`src/rtl/bcd_cal_pkg.sv`:
```
`timescale 1ns/1ps
package bcd_cal_pkg;

    // Register offsets from the seconds address; the order is the carry order.
    localparam int OFS_SEC  = 0;
    localparam int OFS_MIN  = 1;
    localparam int OFS_HOUR = 2;
    localparam int OFS_DAY  = 3;
    localparam int OFS_WDAY = 4;
    localparam int OFS_MON  = 5;
    localparam int OFS_YEAR = 6;

    localparam int HOLD_BIT = 5;

    typedef struct packed {
        logic       hold;
        logic       untrusted;
        logic [6:0] sec;
        logic [6:0] min;
        logic [5:0] hour;
        logic [5:0] day;
        logic [2:0] wday;
        logic       century;
        logic [4:0] mon;
        logic [7:0] year;
    } cal_state_t;

    // One BCD step of a two-digit value; a units digit of 9 or more wraps.
    function automatic logic [7:0] bcd_step(input logic [7:0] v);
        if (v[3:0] >= 4'd9)
            return {v[7:4] + 4'd1, 4'd0};
        else
            return v + 8'd1;
    endfunction

endpackage

```
`src/rtl/bcd_wrap_counter.sv`:
```
`timescale 1ns/1ps
module bcd_wrap_counter #(
    parameter int W = 7,
    parameter logic [W-1:0] LO = '0
) (
    input  logic [W-1:0] val_i,
    input  logic [W-1:0] limit_i,
    input  logic         inc_i,
    output logic [W-1:0] nxt_o,
    output logic         carry_o
);
    import bcd_cal_pkg::*;

    logic [7:0] wide;
    logic [7:0] stepped;

    always_comb begin
        wide    = 8'(val_i);
        stepped = bcd_step(wide);
        nxt_o   = val_i;
        carry_o = 1'b0;
        if (inc_i) begin
            if (val_i >= limit_i) begin
                nxt_o   = LO;
                carry_o = 1'b1;
            end else begin
                nxt_o = W'(stepped);
            end
        end
    end
endmodule

```
`src/rtl/bcd_month_days.sv`:
```
`timescale 1ns/1ps
module bcd_month_days (
    input  logic [4:0] mon_i,
    input  logic [7:0] year_i,
    output logic [5:0] last_day_o
);
    logic leap;

    always_comb begin
        // Multiple of four in BCD: even tens with units 0/4/8, odd tens with 2/6.
        if (year_i[4])
            leap = (year_i[3:0] == 4'd2) || (year_i[3:0] == 4'd6);
        else
            leap = (year_i[3:0] == 4'd0) || (year_i[3:0] == 4'd4) ||
                   (year_i[3:0] == 4'd8);
        case (mon_i)
            5'h02:                      last_day_o = leap ? 6'h29 : 6'h28;
            5'h04, 5'h06, 5'h09, 5'h11: last_day_o = 6'h30;
            default:                    last_day_o = 6'h31;
        endcase
    end
endmodule

```
`src/rtl/bcd_cal_readmux.sv`:
```
`timescale 1ns/1ps
module bcd_cal_readmux
    import bcd_cal_pkg::*;
#(
    parameter int ADDR_W    = 4,
    parameter int CTRL_ADDR = 0,
    parameter int SEC_ADDR  = 2
) (
    input  cal_state_t        st_i,
    input  logic [ADDR_W-1:0] addr_i,
    output logic [7:0]        rdata_o
);
    localparam logic [ADDR_W-1:0] A_CTRL = ADDR_W'(CTRL_ADDR);
    localparam logic [ADDR_W-1:0] A_SEC  = ADDR_W'(SEC_ADDR + OFS_SEC);
    localparam logic [ADDR_W-1:0] A_MIN  = ADDR_W'(SEC_ADDR + OFS_MIN);
    localparam logic [ADDR_W-1:0] A_HOUR = ADDR_W'(SEC_ADDR + OFS_HOUR);
    localparam logic [ADDR_W-1:0] A_DAY  = ADDR_W'(SEC_ADDR + OFS_DAY);
    localparam logic [ADDR_W-1:0] A_WDAY = ADDR_W'(SEC_ADDR + OFS_WDAY);
    localparam logic [ADDR_W-1:0] A_MON  = ADDR_W'(SEC_ADDR + OFS_MON);
    localparam logic [ADDR_W-1:0] A_YEAR = ADDR_W'(SEC_ADDR + OFS_YEAR);

    always_comb begin
        rdata_o = 8'h00;
        if (addr_i == A_CTRL) rdata_o = {2'b00, st_i.hold, 5'b00000};
        if (addr_i == A_SEC)  rdata_o = {st_i.untrusted, st_i.sec};
        if (addr_i == A_MIN)  rdata_o = {1'b0, st_i.min};
        if (addr_i == A_HOUR) rdata_o = {2'b00, st_i.hour};
        if (addr_i == A_DAY)  rdata_o = {2'b00, st_i.day};
        if (addr_i == A_WDAY) rdata_o = {5'b00000, st_i.wday};
        if (addr_i == A_MON)  rdata_o = {st_i.century, 2'b00, st_i.mon};
        if (addr_i == A_YEAR) rdata_o = st_i.year;
    end
endmodule

```
`src/rtl/bcd_calendar_core.sv`:
```
`timescale 1ns/1ps
module bcd_calendar_core
    import bcd_cal_pkg::*;
#(
    parameter int ADDR_W    = 4,
    parameter int CTRL_ADDR = 0,
    parameter int SEC_ADDR  = 2
) (
    input  logic              clk,
    input  logic              rst_n,
    input  logic              tick_1hz,
    input  logic              pwr_fail,
    input  logic [ADDR_W-1:0] reg_addr,
    input  logic              reg_wr,
    input  logic [7:0]        reg_wdata,
    output logic [7:0]        reg_rdata
);
    localparam logic [ADDR_W-1:0] A_CTRL = ADDR_W'(CTRL_ADDR);
    localparam logic [ADDR_W-1:0] A_SEC  = ADDR_W'(SEC_ADDR + OFS_SEC);
    localparam logic [ADDR_W-1:0] A_MIN  = ADDR_W'(SEC_ADDR + OFS_MIN);
    localparam logic [ADDR_W-1:0] A_HOUR = ADDR_W'(SEC_ADDR + OFS_HOUR);
    localparam logic [ADDR_W-1:0] A_DAY  = ADDR_W'(SEC_ADDR + OFS_DAY);
    localparam logic [ADDR_W-1:0] A_WDAY = ADDR_W'(SEC_ADDR + OFS_WDAY);
    localparam logic [ADDR_W-1:0] A_MON  = ADDR_W'(SEC_ADDR + OFS_MON);
    localparam logic [ADDR_W-1:0] A_YEAR = ADDR_W'(SEC_ADDR + OFS_YEAR);

    cal_state_t s_q, s_d;

    logic       adv;
    logic       c_sec, c_min, c_hour, c_day, c_mon, c_year;
    logic [6:0] sec_n, min_n;
    logic [5:0] hour_n, day_n, last_day;
    logic [4:0] mon_n;
    logic [7:0] year_n;

    // a tick counts only when not held and not colliding with a write.
    assign adv = tick_1hz && !s_q.hold && !reg_wr;

    bcd_month_days u_mdays (
        .mon_i      (s_q.mon),
        .year_i     (s_q.year),
        .last_day_o (last_day)
    );

    bcd_wrap_counter #(.W(7), .LO(7'h00)) u_sec (
        .val_i (s_q.sec), .limit_i (7'h59), .inc_i (adv),
        .nxt_o (sec_n), .carry_o (c_sec)
    );
    bcd_wrap_counter #(.W(7), .LO(7'h00)) u_min (
        .val_i (s_q.min), .limit_i (7'h59), .inc_i (c_sec),
        .nxt_o (min_n), .carry_o (c_min)
    );
    bcd_wrap_counter #(.W(6), .LO(6'h00)) u_hour (
        .val_i (s_q.hour), .limit_i (6'h23), .inc_i (c_min),
        .nxt_o (hour_n), .carry_o (c_hour)
    );
    bcd_wrap_counter #(.W(6), .LO(6'h01)) u_day (
        .val_i (s_q.day), .limit_i (last_day), .inc_i (c_hour),
        .nxt_o (day_n), .carry_o (c_day)
    );
    bcd_wrap_counter #(.W(5), .LO(5'h01)) u_mon (
        .val_i (s_q.mon), .limit_i (5'h12), .inc_i (c_day),
        .nxt_o (mon_n), .carry_o (c_mon)
    );
    bcd_wrap_counter #(.W(8), .LO(8'h00)) u_year (
        .val_i (s_q.year), .limit_i (8'h99), .inc_i (c_mon),
        .nxt_o (year_n), .carry_o (c_year)
    );

    always_comb begin
        s_d      = s_q;
        s_d.sec  = sec_n;
        s_d.min  = min_n;
        s_d.hour = hour_n;
        s_d.day  = day_n;
        s_d.mon  = mon_n;
        s_d.year = year_n;
        if (c_hour)
            s_d.wday = (s_q.wday >= 3'd6) ? 3'd0 : s_q.wday + 3'd1;
        if (c_year)
            s_d.century = ~s_q.century;

        if (reg_wr) begin
            if (reg_addr == A_CTRL) s_d.hold = reg_wdata[HOLD_BIT];
            if (reg_addr == A_SEC) begin
                s_d.sec       = reg_wdata[6:0];
                s_d.untrusted = 1'b0;
            end
            if (reg_addr == A_MIN)  s_d.min  = reg_wdata[6:0];
            if (reg_addr == A_HOUR) s_d.hour = reg_wdata[5:0];
            if (reg_addr == A_DAY)  s_d.day  = reg_wdata[5:0];
            if (reg_addr == A_WDAY) s_d.wday = reg_wdata[2:0];
            if (reg_addr == A_MON) begin
                s_d.mon     = reg_wdata[4:0];
                s_d.century = reg_wdata[7];
            end
            if (reg_addr == A_YEAR) s_d.year = reg_wdata;
        end

        if (pwr_fail)
            s_d.untrusted = 1'b1;
    end

    always_ff @(posedge clk or negedge rst_n) begin
        if (!rst_n) begin
            s_q           <= '0;
            s_q.untrusted <= 1'b1;
            s_q.day       <= 6'h01;
            s_q.mon       <= 5'h01;
        end else begin
            s_q <= s_d;
        end
    end

    bcd_cal_readmux #(
        .ADDR_W    (ADDR_W),
        .CTRL_ADDR (CTRL_ADDR),
        .SEC_ADDR  (SEC_ADDR)
    ) u_rd (
        .st_i    (s_q),
        .addr_i  (reg_addr),
        .rdata_o (reg_rdata)
    );

    a_r7_hold_freezes: assert property (@(posedge clk) disable iff (!rst_n)
        (s_q.hold && !reg_wr) |=> ($stable(s_q.sec) && $stable(s_q.min) &&
                                   $stable(s_q.hour) && $stable(s_q.day) &&
                                   $stable(s_q.year)));

    a_r8_write_drops_tick: assert property (@(posedge clk) disable iff (!rst_n)
        (reg_wr && reg_addr != A_SEC) |=> $stable(s_q.sec));

    a_r9_pwr_fail_flags: assert property (@(posedge clk) disable iff (!rst_n)
        pwr_fail |=> s_q.untrusted);

    a_r5_century_source: assert property (@(posedge clk) disable iff (!rst_n)
        !$stable(s_q.century) |->
            ($past(s_q.year) == 8'h99 || $past(reg_wr && reg_addr == A_MON)));

    a_r3_day_never_zero: assert property (@(posedge clk) disable iff (!rst_n)
        (!$stable(s_q.day) && !$past(reg_wr && reg_addr == A_DAY)) |->
            (s_q.day != 6'h00));
endmodule

```
`config.mk`:
```
export PLATFORM = sky130hd
export DESIGN_NAME = bcd_calendar_core
export DESIGN_NICKNAME = d
export VERILOG_FILES = /design/src/rtl/bcd_cal_pkg.sv /design/src/rtl/bcd_wrap_counter.sv /design/src/rtl/bcd_month_days.sv /design/src/rtl/bcd_cal_readmux.sv /design/src/rtl/bcd_calendar_core.sv
export SDC_FILE = /design/constraint.sdc
export NUM_CORES = 1
export LEC_CHECK = 0
export CORE_MARGIN = 3
export CORE_UTILIZATION = 50
export DETAILED_ROUTE_END_ITERATION = 10
export MAX_ROUTING_LAYER = met4
export PLACE_DENSITY = 0.75
export SLEW_MARGIN = 10
export SYNTH_ARGS = -nofsm -noshare
export SYNTH_HDL_FRONTEND = slang
export SYNTH_SLANG_ARGS = --single-unit
```
`constraint.sdc`:
```
create_clock -name clk -period 2.6 [get_ports clk]
set_input_delay 0.78 -clock clk [delete_from_list [all_inputs] [get_ports clk]]
set_output_delay 0.78 -clock clk [all_outputs]
set_load 0.02 [all_outputs]
```
==> metrics.txt <==
final setup fails=25; initial drt markers=463; simple-gate share of the synthesized area=0.257; endpoints failing hold=0; area leader, netlist=dfrtp_1; reg-to-reg critical path startpoint=s_q[0]; final non-filler cell total=696; CP Capture Type=register; Yosys reg bits=45; proportion of layout cells with a drive suffix above 1=0.332; fmax=346 MHz; Final Slew Violations=0; power per cell area=717 mW/mm2; largest net degree at the start of global routing=24; initial antenna violation count=0; CTS tree=yes; Startpoint Class=register; # rows=31; origin of the worst setup path=s_q[0]; RR Endpoint=s_q[7]; Placed Instances=674; max reg flops=45; post-synthesis sequential area ratio=0.298; Critical Path Sink=s_q[7]; Mapped Nets=531; FFs w/ async S/R, synth=1.00; die width=93.0 um; max-cap viol count=0; PortBufs=24; post-synthesis mux area share=0.0304; main combinational cell family by area after synthesis=simple AND/OR/NAND/NOR gates; pre-CTS WS=-1.06 ns; clock tree buffer depth=2; core area=0.00729 mm2; reg2reg setup slack=-0.29 ns; Setup CP Type=register to register; drt pass-1 iters=7; Worst Hold Class=primary input to async pin; post-route setup slack=-0.290 ns; Post-synth EDFFs=0; final worst path period share=1.11; H-tree Lvls=2; Final ANT Viol Nets=0; hold slack=0.481 ns; RSZ-0062 raised after global routing=true; synth top area cells=dfrtp_1 28%, ha_1 11%, nor2_1 5.5%, nand2_1 5.2%, a21oi_1 4.9%; worst reg2reg path depth=14; Warnings, synthesis=0; Root Driver=clkbuf_8; Final #Nets=647; Reg clk slew, reported paths=0.09 ns; Compound-Gate Fraction of Synth Area=0.231; Synth cell types=64; via count=4,266; most numerous cell in the Yosys netlist=nor2_1; Setup Skew=0.00822 ns; measured slew at the worst slew-check pin=0.594 ns; Max-slew headroom=0.604; Post-synth top cells=55 x nor2_1, 52 x nand2_1, 42 x dfrtp_1, 37 x a21oi_1, 35 x o21ai_0; Fillers=563; diodes inserted=0; failing checks=negative setup slack; vias in the first global route=4,115; Num CTS Buffers=5; xor/xnor share of the synthesized area=0.0231; Worst EP arrival=3.08 ns; Top reg by flops=s_q; Seq. cell area=0.00113 mm2; Final min period=2.89 ns; first-pass GRT wire length=20,500 um; # IOs=25; Clk Latency, worst-skew pair=0.30 ns; TritonCTS Sinks=45; final WL=13,000 um; Worst VDD drop=0.504 mV; fin util=0.735; Die ar.=0.00865 mm2; Design Area, Final=0.00536 mm2; wire length per cell=18.7 um; Lkg Pwr=2.45 nW; Avg Cell Area, Syn=7.89 um2; grt total ovfl=0; Multi-input gate area=0.00285 mm2; Die Height=93.0 um; Area Overhead vs Synth=41.5%; most common flop cell mapped by yosys=dfrtp_1; placed cell areas=0.00484 mm2; GR Util All Layers=0.308; Initial Util=0.519; GPL Wtd Cong=0.975; Syn Std Cell Area=0.00379 mm2; Max Fanout on Critical Path=6; Required @ worst endpoint=2.79 ns; status=finished, violations left; vias per cell=6.13; Adder-Cell Fraction of Synth Area=0.112; Largest regs=s_q: 45 flops; dpl hpwl=9370 um; # DRC=0; Syn Inst Count=480; Synth top area share=0.278
-- power breakdown --
part           internal, mW  switching, mW  leakage [nW]
logic                 0.998           1.18          1.88
clock network         0.187          0.253        0.0450
registers             0.936          0.287         0.521
total                  2.12           1.72          2.45
-- cell usage in the layout, fill, tap and decap left out, types with 5 or more instances in the layout --
master	n
buf_4	95
nor2_1	50
nand2_1	47
dfrtp_1	42
a21oi_1	33
ha_1	31
inv_1	26
nand3_1	21
o21ai_0	18
a31oi_1	14
o21ai_1	13
buf_6	12
clkdlybuf4s50_1	11
nor3_1	9
mux2i_1	7
nand3_2	6
and2_1	6
and3_1	6
xnor2_1	6
nand3b_1	5
nand2b_4	5
o31ai_1	5
clkbuf_8	5
-- through the flow --
stage                     TNS [ns]  total power, mW
after global routing         -6.66             4.11
after CTS                    -3.90             3.63
after floorplan            -0.0139             2.31
final                        -3.87             3.84
after global placement      -11.98             3.04
after detailed placement    -13.17             3.11
-- worst max-delay path, cell delays in order (launching register included) --
cell      delay, ns
dfrtp_1        0.41
inv_2          0.11
ha_4           0.13
nand2_2        0.03
o211ai_1       0.22
a21oi_1        0.11
a31oi_1        0.19
ha_1           0.26
or4b_4         0.51
a22oi_2        0.17
buf_4          0.17
nor2_4         0.06
nand2_4        0.12
nor3_4         0.05
o31a_1         0.24
-- cell type report --
class,instances,area share
multi-input cells,390,0.532
well taps,99,0.0231
inverters,29,0.0203
flip-flops and latches,45,0.211
clock buffers,6,0.0135
clock inverters,2,0.00187
repair buffers,125,0.198
-- layer usage --
layer,share of wire,vias up,routed length [um],global-route usage
met3,0.068,44,887,0.0442
met1,0.42,2040,5440,0.390
met5,0,-,0,-
met2,0.47,203,6160,0.489
met4,0.041,0,529,0.140
li1,-,1979,-,-
-- how the worst min path moves through the flow --
stage	start	end	slack, ns
global placement	s_q[43]	s_q[43]	0.51
floorplan	rst_n	s_q[0]	0.48
global route	rst_n	s_q[36]	0.50
CTS	rst_n	s_q[30]	0.49
detailed placement	s_q[43]	s_q[43]	0.53
finish	rst_n	s_q[36]	0.48
-- kinds of logic (layout without fill, tap and decap cells) --
family,after synthesis,in the layout
adders and majority gates,34,34
muxes,11,11
AOI/OAI and AO/OA,137,137
and+or+nand+nor,197,198
xor gates and xnor gates,10,10
DFF,45,45
buffers and inverters,46,162
-- repair_timing --
item                                    in CTS  in global routing
pin swaps                                   28                 30
cloned                                       1                  0
endpoints found under the setup margin      28                 28
buffers inserted                             9                  5
hold buffers                                 0                  0
resized for setup                           96                 61
Note: power is estimated with default switching activity, not from simulation.
